$ cat src/rtl/gpio_bank_pkg.sv
package gpio_bank_pkg;

  localparam int unsigned BUS_W       = 32;
  localparam int unsigned BANK_STRIDE = 8;
  localparam int unsigned DIR_OFS     = 4;
  localparam int unsigned HOLE_LO     = 'h90;
  localparam int unsigned HOLE_SPAN   = 'h10;

  // Interrupt configuration block sits at HOLE_LO; word index selects register
  typedef enum logic [1:0] {
    CFG_EN   = 2'd0,
    CFG_MODE = 2'd1,
    CFG_FLT  = 2'd2,
    CFG_CYC  = 2'd3
  } irq_cfg_e;

  // Byte address of the data register of a bank, skipping the config hole
  function automatic int unsigned bank_base(input int unsigned bank);
    int unsigned a;
    a = (bank + 1) * BANK_STRIDE;
    if (a >= HOLE_LO) a = a + HOLE_SPAN;
    return a;
  endfunction

endpackage

$ cat src/rtl/gpio_rst_sync.sv
module gpio_rst_sync (
  input  logic clk,
  input  logic arst_n,
  output logic rst_n_out
);
  logic [1:0] stage_q;
  logic [1:0] stage_d;

  always_comb stage_d = {stage_q[0], 1'b1};

  always_ff @(posedge clk or negedge arst_n) begin
    if (!arst_n) stage_q <= 2'b00;
    else         stage_q <= stage_d;
  end

  assign rst_n_out = stage_q[1];
endmodule

$ cat src/rtl/gpio_in_sync.sv
module gpio_in_sync #(
  parameter int unsigned W = 8
) (
  input  logic         clk,
  input  logic         rst_n,
  input  logic [W-1:0] async_in,
  output logic [W-1:0] sync_out
);
  logic [W-1:0] meta_q;
  logic [W-1:0] stable_q;

  always_ff @(posedge clk or negedge rst_n) begin
    if (!rst_n) begin
      meta_q   <= '0;
      stable_q <= '0;
    end else begin
      meta_q   <= async_in;
      stable_q <= meta_q;
    end
  end

  assign sync_out = stable_q;
endmodule

$ cat src/rtl/gpio_bank_slice.sv
module gpio_bank_slice #(
  parameter int unsigned WIDTH = 8,
  parameter int unsigned LANES = 8
) (
  input  logic             clk,
  input  logic             rst_n,
  input  logic             data_we,
  input  logic             dir_we,
  input  logic [LANES-1:0] wdata,
  input  logic [LANES-1:0] pin_sync,
  output logic [LANES-1:0] out_q,
  output logic [LANES-1:0] oe,
  output logic [WIDTH-1:0] rd_data,
  output logic [WIDTH-1:0] rd_dir
);
  // dir: 1 = input, 0 = output
  logic [LANES-1:0] dir_q;
  logic [LANES-1:0] out_d;
  logic [LANES-1:0] dir_d;
  logic [LANES-1:0] mixed;

  always_comb begin
    out_d = wdata;
    dir_d = wdata;
  end

  always_ff @(posedge clk or negedge rst_n) begin
    if (!rst_n)       out_q <= '0;
    else if (data_we) out_q <= out_d;
  end

  always_ff @(posedge clk or negedge rst_n) begin
    if (!rst_n)      dir_q <= '1;
    else if (dir_we) dir_q <= dir_d;
  end

  always_comb begin
    mixed = (dir_q & pin_sync) | (~dir_q & out_q);
    rd_data = '0;
    rd_dir  = '0;
    rd_data[LANES-1:0] = mixed;
    rd_dir[LANES-1:0]  = dir_q;
  end

  assign oe = ~dir_q;
endmodule

$ cat src/rtl/gpio_irq_cfg.sv
module gpio_irq_cfg
  import gpio_bank_pkg::*;
#(
  parameter int unsigned LINES = 24,
  parameter int unsigned CYC_W = 8
) (
  input  logic             clk,
  input  logic             rst_n,
  input  logic             we,
  input  irq_cfg_e         sel,
  input  logic [BUS_W-1:0] wdata,
  output logic [BUS_W-1:0] rd_val
);
  logic [LINES-1:0] en_q, mode_q, flt_q;
  logic [CYC_W-1:0] cyc_q;
  logic [LINES-1:0] line_d;
  logic [CYC_W-1:0] cyc_d;
  logic             en_we, mode_we, flt_we, cyc_we;

  always_comb begin
    line_d  = wdata[LINES-1:0];
    cyc_d   = wdata[CYC_W-1:0];
    en_we   = we && (sel == CFG_EN);
    mode_we = we && (sel == CFG_MODE);
    flt_we  = we && (sel == CFG_FLT);
    cyc_we  = we && (sel == CFG_CYC);
  end

  always_ff @(posedge clk or negedge rst_n) begin
    if (!rst_n)     en_q <= '0;
    else if (en_we) en_q <= line_d;
  end

  always_ff @(posedge clk or negedge rst_n) begin
    if (!rst_n)       mode_q <= '0;
    else if (mode_we) mode_q <= line_d;
  end

  always_ff @(posedge clk or negedge rst_n) begin
    if (!rst_n)      flt_q <= '0;
    else if (flt_we) flt_q <= line_d;
  end

  always_ff @(posedge clk or negedge rst_n) begin
    if (!rst_n)      cyc_q <= '0;
    else if (cyc_we) cyc_q <= cyc_d;
  end

  always_comb begin
    rd_val = '0;
    unique case (sel)
      CFG_EN:   rd_val[LINES-1:0] = en_q;
      CFG_MODE: rd_val[LINES-1:0] = mode_q;
      CFG_FLT:  rd_val[LINES-1:0] = flt_q;
      CFG_CYC:  rd_val[CYC_W-1:0] = cyc_q;
      default:  rd_val = '0;
    endcase
  end

  logic unused_wdata;
  assign unused_wdata = ^wdata;
endmodule

$ cat src/rtl/gpio_bank_regs.sv
module gpio_bank_regs
  import gpio_bank_pkg::*;
#(
  parameter int unsigned PIN_COUNT     = 140,
  parameter int unsigned PINS_PER_BANK = 8,
  parameter int unsigned ADDR_W        = 8,
  parameter int unsigned IRQ_LINES     = 24,
  parameter int unsigned FLT_CYC_W     = 8
) (
  input  logic                 clk,
  input  logic                 rst_n,
  input  logic                 bus_wr,
  input  logic                 bus_rd,
  input  logic [ADDR_W-1:0]    bus_addr,
  input  logic [31:0]          bus_wdata,
  output logic [31:0]          bus_rdata,
  input  logic [PIN_COUNT-1:0] pin_in,
  output logic [PIN_COUNT-1:0] pin_out,
  output logic [PIN_COUNT-1:0] pin_oe
);
  localparam int unsigned NUM_BANKS = (PIN_COUNT + PINS_PER_BANK - 1) / PINS_PER_BANK;
  localparam int unsigned CFG_WORD  = HOLE_LO >> 4;

  logic                 rst_int_n;
  logic [PIN_COUNT-1:0] pin_sync;
  logic [31:0]          addr_ext;
  logic                 cfg_hit;
  irq_cfg_e             cfg_sel;
  logic [BUS_W-1:0]     cfg_rd;
  logic [PINS_PER_BANK-1:0] bank_rd [NUM_BANKS];
  logic [PINS_PER_BANK-1:0] bank_or;
  logic [BUS_W-1:0]     rdata_d;
  logic [BUS_W-1:0]     rdata_q;

  gpio_rst_sync u_rst_sync (
    .clk       (clk),
    .arst_n    (rst_n),
    .rst_n_out (rst_int_n)
  );

  gpio_in_sync #(.W(PIN_COUNT)) u_in_sync (
    .clk      (clk),
    .rst_n    (rst_int_n),
    .async_in (pin_in),
    .sync_out (pin_sync)
  );

  assign addr_ext = 32'(bus_addr);
  assign cfg_hit  = (addr_ext[31:4] == 28'(CFG_WORD)) && (addr_ext[1:0] == 2'b00);
  assign cfg_sel  = irq_cfg_e'(addr_ext[3:2]);

  gpio_irq_cfg #(.LINES(IRQ_LINES), .CYC_W(FLT_CYC_W)) u_irq_cfg (
    .clk    (clk),
    .rst_n  (rst_int_n),
    .we     (bus_wr && cfg_hit),
    .sel    (cfg_sel),
    .wdata  (bus_wdata),
    .rd_val (cfg_rd)
  );

  for (genvar b = 0; b < NUM_BANKS; b++) begin : g_bank
    localparam int unsigned BASE  = bank_base(b);
    localparam int unsigned FIRST = b * PINS_PER_BANK;
    localparam int unsigned LANES = ((PIN_COUNT - FIRST) >= PINS_PER_BANK) ?
                                    PINS_PER_BANK : (PIN_COUNT - FIRST);
    logic                     hit_data;
    logic                     hit_dir;
    logic [PINS_PER_BANK-1:0] rd_data;
    logic [PINS_PER_BANK-1:0] rd_dir;

    assign hit_data = (addr_ext == BASE);
    assign hit_dir  = (addr_ext == BASE + DIR_OFS);

    gpio_bank_slice #(.WIDTH(PINS_PER_BANK), .LANES(LANES)) u_slice (
      .clk      (clk),
      .rst_n    (rst_int_n),
      .data_we  (bus_wr && hit_data),
      .dir_we   (bus_wr && hit_dir),
      .wdata    (bus_wdata[LANES-1:0]),
      .pin_sync (pin_sync[FIRST +: LANES]),
      .out_q    (pin_out[FIRST +: LANES]),
      .oe       (pin_oe[FIRST +: LANES]),
      .rd_data  (rd_data),
      .rd_dir   (rd_dir)
    );

    assign bank_rd[b] = ({PINS_PER_BANK{hit_data}} & rd_data) |
                        ({PINS_PER_BANK{hit_dir}}  & rd_dir);
  end

  always_comb begin
    bank_or = '0;
    for (int b = 0; b < NUM_BANKS; b++) bank_or = bank_or | bank_rd[b];
  end

  // Next-state for read data: value only in the cycle after a request
  always_comb begin
    rdata_d = '0;
    if (bus_rd) begin
      rdata_d[PINS_PER_BANK-1:0] = bank_or;
      if (cfg_hit) rdata_d = rdata_d | cfg_rd;
    end
  end

  always_ff @(posedge clk or negedge rst_int_n) begin
    if (!rst_int_n) rdata_q <= '0;
    else            rdata_q <= rdata_d;
  end

  assign bus_rdata = rdata_q;

  logic unused_wdata;
  assign unused_wdata = ^bus_wdata;
endmodule

$ cat config.mk
export PLATFORM = sky130hd
export DESIGN_NAME = gpio_bank_regs
export DESIGN_NICKNAME = d
export VERILOG_FILES = /design/src/rtl/gpio_bank_pkg.sv /design/src/rtl/gpio_rst_sync.sv /design/src/rtl/gpio_in_sync.sv /design/src/rtl/gpio_bank_slice.sv /design/src/rtl/gpio_irq_cfg.sv /design/src/rtl/gpio_bank_regs.sv
export SDC_FILE = /design/constraint.sdc
export NUM_CORES = 1
export LEC_CHECK = 0
export BUFFER_PORTS_ARGS = -buffer_cell sky130_fd_sc_hd__buf_2
export CAP_MARGIN = 15
export CORE_ASPECT_RATIO = 0.75
export CORE_MARGIN = 1.5
export CORE_UTILIZATION = 55
export DETAILED_ROUTE_END_ITERATION = 10
export PLACE_DENSITY = 0.79
export REMOVE_ABC_BUFFERS = 1
export SYNTH_ARGS = -nofsm -noshare
export SYNTH_HDL_FRONTEND = slang
export SYNTH_SLANG_ARGS = --single-unit
$ cat constraint.sdc
create_clock -name clk -period 62 [get_ports clk]
set_clock_uncertainty 0.1 [all_clocks]
set_input_delay 3.1 -clock clk [delete_from_list [all_inputs] [get_ports clk]]
set_output_delay 3.1 -clock clk [all_outputs]
set_load 0.02 [all_outputs]
After elaboration in Yosys (flattened, before gate mapping)
Cells that the tools add are included.
- input port bits: 184
- register bits: 674
- bits in writable memories: 0
- latch bits: 0
- ROM bits: 0
- memories kept: 0
- multiply operators: 0
- equality and inequality tests: 40
- order comparisons: 0
- bitwise operators: 144
- reductions and logical operators: 44
- add/subtract/negate cells: 0
- divide/modulo/power cells: 0
- muxes and demuxes: 4
- shift-type cells: 0
- operators with widths (cell ; count):
    $and 8x8->8 ; 68
    $or 8x8->8 ; 52
    $not 8->8 ; 17
    $eq 8x7->1 const B ; 16
    $eq 8x6->1 const B ; 8
    $eq 8x8->1 const B ; 6
    $pmux 16 s3 ; 1
    $logic_and 1x1->1 ; 42
    $eq 8x5->1 const B ; 4
    $mux 32 ; 1
    $pmux 8 s4 ; 1
    $mux 24 ; 1
    $or 8x24->24 ; 1
    $and 8x4->8 ; 2
    $eq 8x4->1 const B ; 2
    $and 4x4->4 ; 2
    $eq 2x2->1 const B ; 2
    $eq 4x4->1 const B ; 1
    $logic_not 2->1 ; 2
    $not 4->4 ; 1
    $or 4x4->4 ; 1
    $eq 2x1->1 const B ; 1

Longest topological paths before layout
- depth in word-level cells: 25
- mapped depth: 9
- depth with buffers taken out: 5

Modules after synthesis
From an unflattened synthesis, not the netlist that was laid out.
- cells, all modules: 1908
- area, all modules: 28517.4 um^2
- modules (own cells, without submodules) (module ; cells each ; seq. area each (um^2) ; instances ; area an instance (um^2)):
    gpio_bank_slice at g_bank[0].u_slice ... ; 50 ; 410.4 ; 17 ; 793.3
    gpio_in_sync ; 280 ; 7006.7 ; 1 ; 7006.7
    gpio_bank_regs ; 514 ; 800.8 ; 1 ; 3950.0
    gpio_irq_cfg ; 228 ; 2001.9 ; 1 ; 3602.2
    gpio_bank_slice at g_bank[17].u_slice ; 33 ; 205.2 ; 1 ; 419.2
    gpio_rst_sync ; 3 ; 50.0 ; 1 ; 53.8

Worst setup path before layout
No wires, ideal clock.
- path type: input -> register
- start point: input bus_addr[2]
- end point: register rdata_q[0] (netlist: bus_rdata[0])
- buffers on the path: 2
- library setup time: 129 ps
- cell stages on the path: 6
- setup slack: 57165 ps
- arrival time: 4605 ps
- required time: 61771 ps
- path through: buf_6 > buf_6 > mux4_2 > a221oi_1 > o2111ai_1 > o41a_1
- cells in the longest elaborated chain, start to end: 23
- elaborated cells between the ends (all ways): 115
- those cells by class: eq/ne (39); mux (3); bitwise (72); reduce/logical (1)
- ends and longest elaborated chain (what ; RTL line ; source):
    start: declaration ; gpio_bank_regs.sv:14 ; input logic [ADDR_W-1:0] bus_addr,
    $eq 8x4->1, or another cell as far along ; gpio_bank_regs.sv:71 ; assign hit_data = (addr_ext == BASE);
    $and 8x8->8 (on tied branches) ; gpio_bank_regs.sv:87, gpio_bank_regs.sv:88 ;
    $or 8x8->8 ; gpio_bank_regs.sv:87 ; assign bank_rd[b] = ({PINS_PER_BANK{hit_data}} & rd_data) |
    $or 8x8->8 (17 in a row) ; gpio_bank_regs.sv:93 ; for (int b = 0; b < NUM_BANKS; b++) bank_or = bank_or | bank_rd[b];
    $or 8x24->24 ; gpio_bank_regs.sv:101 ; if (cfg_hit) rdata_d = rdata_d | cfg_rd;
    $mux 24 * ; gpio_bank_regs.sv:101 ;
    $mux 32 * ; gpio_bank_regs.sv:99 ; if (bus_rd) begin
    named net rdata_d[0] ; gpio_bank_regs.sv:32 ; logic [BUS_W-1:0] rdata_d;
    end signal: assignment ; gpio_bank_regs.sv:107 ; else rdata_q <= rdata_d;
    end: declaration ; gpio_bank_regs.sv:33 ; logic [BUS_W-1:0] rdata_q;
The timed path passes the listed nets; every way through them passes the cells marked *.
A chain may end at the register's enable or synchronous reset.

Worst setup path in the final report
- start point: input bus_addr[3]
- end point: register rdata_q[7] (netlist: bus_rdata[7])
Same word-level chain as after synthesis.

==> out/qor.csv <==
stage;metric;value;unit
yosys;synth.area.top_cells;dfrtp_1 (50%), mux2_2 (15%), dfstp_2 (14%), mux2i_1 (4.2%), inv_1 (2.0%);
clocking;cts_max_level;2;
clocking;cts.path.max_buffers;3;
floorplanning;fp.coreArea;47500;um2
yosys;synthFlopType;dfrtp_1;
floorplanning;row_count;69;
floorplanning;die_w;256;um
clocking;clock_latency;0.63;ns
clocking;cts_tree;yes;
detailed_routing;vias;18500;
grt;gr-total-overflow;0;
detailed_routing;wl;87600;um
timing;period_share;9.71;%
final_layout;drive_above_1_share;48.0;%
floorplanning;fp.dieH;193;um
yosys;netlist_instances;1911;
yosys;seq_area_frac_synth;63.6;%
clocking;cts_hold_buffers;0;
clocking;cts_sinks;666;
yosys;syn-cell-area;26500;um2
placement;gp_congestion;0.922;
placement;place_area;29400;um2
critical_path;cp-start-kind;input port;
final_layout;ff_latch_area;16800;um2
final_layout;nets;2557;
timing;fin_crit;6.02;ns
detailed_routing;drc_errors;0;
grt;antenna_found_initial;5;
grt;grt_pass1_vias;18600;
timing;clock.fmax;166;MHz
critical_path;path_class;input port to register;
final_layout;multi_input_comb_area;8610;um2
timing;finalHoldViolCount;0;
clocking;clk_pin_slew;0.07;ns
detailed_routing;wl_per_cell;28.6;um
pwr;vdd_drop_max;0.0242;mV
floorplanning;ios;496;
clocking;root_buffer;clkbuf_16;
yosys;yosysTopAreaCell;dfrtp_1;
timing;tightest_slew;1.21;ns
timing;rsz0062_at_grt;no;
yosys;avgSynthCellArea;13.9;um2
timing;slew_violations;0;
detailed_routing;postRouteAntennaNets;0;
timing;setup_viol;0;
flow_run;drv_cap;0;
placement;dpl.hpwl;61000;um
detailed_routing;viasPerCell;6.04;
floorplanning;die_area;49500;um2
yosys;yosys.area.top_type_share;49.7;%
detailed_routing;drtIter0Drc;1768;
yosys;async_reset_ff_share;100;%
grt;grt_first_pass_wirelength;126000;um
yosys;synth_cell_types;78;
yosys;ys_ff_latch;666;
clocking;cts_setup_buffers;0;
grt;grt_start_max_net_pins;90;
critical_path;crit_arrival;6.42;ns
yosys;synth_edf_count;0;
yosys;synth_warnings;0;
timing;maxSlewHeadroom;19.5;%
grt;track_usage;35.2;%
placement;portBuffers;479;
clocking;numCtsBuffers;61;
detailed_routing;first_pass_iters;7;
placement;pre_cts_ws;55.44;ns
final_layout;area_growth;19.1;%
outcome;status;finished clean;
pwr;p_leak;14.5;nW
final_layout;fillCellCount;3411;
critical_path;cp.required;62.40;ns
pwr;total_power;0.941;mW
pwr;powerDensity;29.8;nW/um2
critical_path;cp-end-kind;register;
timing;tns;0;ns
final_layout;fin_area;31600;um2
timing;setup_slack;55.98;ns
critical_path;worstPathMaxFanout;41;
clocking;ctsResizeCount;0;
hold_path;min_path_type;register to register;
floorplanning;start_util;55.8;%
## flip-flops by register name (all words and copies together) (netlist names)
name                   cells
bus_rdata                 24
u_irq_cfg.mode_q          24
g_bank.u_slice.out_q     140
u_in_sync.meta_q         140
u_irq_cfg.flt_q           24
u_in_sync.sync_out       140
u_irq_cfg.en_q            24
g_bank.u_slice.rd_dir    136
u_rst_sync.stage_q         2
g_bank.u_slice.dir_q       4
u_irq_cfg.cyc_q            8
## worst max-delay path, cell delays in order
cell	delay [ns]
buf_2	0.42
buf_4	0.63
or3_1	0.74
nor2_1	0.11
a311oi_1	0.68
o221ai_1	0.26
o41a_1	0.41
## kinds of logic after synthesis
kind of cell	Yosys count	share of synthesized area, %
flip-flops	666	63.6
multiplexers	482	20.3
buffers and inverters	264	4.22
AO/OA/AOI/OAI	261	6.32
AND/OR/NAND/NOR	236	5.54
other	2	0.0284
## cell type report
type | count | area share, %
Antenna cell | 2 | 0.0159
Clock buffer | 99 | 5.94
Clock inverter | 16 | 0.654
Inverter | 145 | 1.72
Multi-Input combinational cell | 988 | 27.3
Sequential cell | 666 | 53.4
Tap cell | 639 | 2.53
Timing Repair Buffer | 511 | 8.47
## worst paths after layout
path	slack [ns]	end	startpoint	cells after the start
max in group asynchronous	57.67	g_bank[6].u_slice.out_q[7]	u_rst_sync.stage_q[1]	4
hold / removal	0.24	u_in_sync.sync_out[116]	u_in_sync.meta_q[116]	0
min in group asynchronous	0.41	u_in_sync.meta_q[125]	u_rst_sync.stage_q[1]	0
setup reg to reg	57.67	g_bank[6].u_slice.out_q[7]	u_rst_sync.stage_q[1]	4
hold reg to reg	0.24	u_in_sync.sync_out[116]	u_in_sync.meta_q[116]	0
setup / recovery	55.98	bus_rdata[7]	bus_addr[3]	7
## Yosys cell counts (5+ instances only)
master,n
dfrtp_1,526
mux2_2,359
inv_1,144
dfstp_2,140
mux2i_1,110
o21ai_0,66
a21oi_1,59
clkbuf_1,57
nor2_1,51
buf_2,45
nand2_1,43
o22ai_1,43
or3b_2,30
nor3_1,19
nand2b_1,14
buf_4,13
nand3b_1,13
a211oi_1,11
nand3_1,10
o2111ai_1,10
mux4_2,8
a22oi_1,7
a221oi_1,6
o32ai_1,6
mux2_1,5
nand4_1,5
nand4bb_1,5
nor4_1,5
o21ai_1,5
o31ai_1,5
or4_1,5
## layer usage
layer | track usage, % | wire length, um
met5 | 0 | 10
met1 | 48.9 | 35800
met3 | 8.92 | 8360
met4 | 12.9 | 3330
met2 | 54.1 | 40000
## cells in the final DEF, fill, tap and decap left out, drive strengths merged, types with 11 or more instances in the layout
cell type and n:
nor3 20, a211oi 11, clkbuf 99, nand2 47, dfstp 140, o22ai 43
or3b 30, nor2 52, nand3 11, mux2 364, buf 511, a21oi 59
nand2b 14, nand3b 13, mux2i 110, dfrtp 526, inv 147, o21ai 71
## power breakdown
part / total [mW] / internal, mW / switching [mW]
logic: 0.0775 / 0.0267 / 0.0508
registers: 0.474 / 0.459 / 0.0152
clock network: 0.389 / 0.223 / 0.166
total: 0.941 / 0.709 / 0.232
## stage by stage
stage	instances	hold WS, ns	utilization, %
after floorplan	1799	0.231	-
after global placement	2947	0.233	62.0
after detailed placement	2947	0.235	62.0
after CTS	3062	0.246	66.3
after global routing	3065	0.250	66.5
final	3066	0.238	66.5
(Power assumes the default switching activity.)
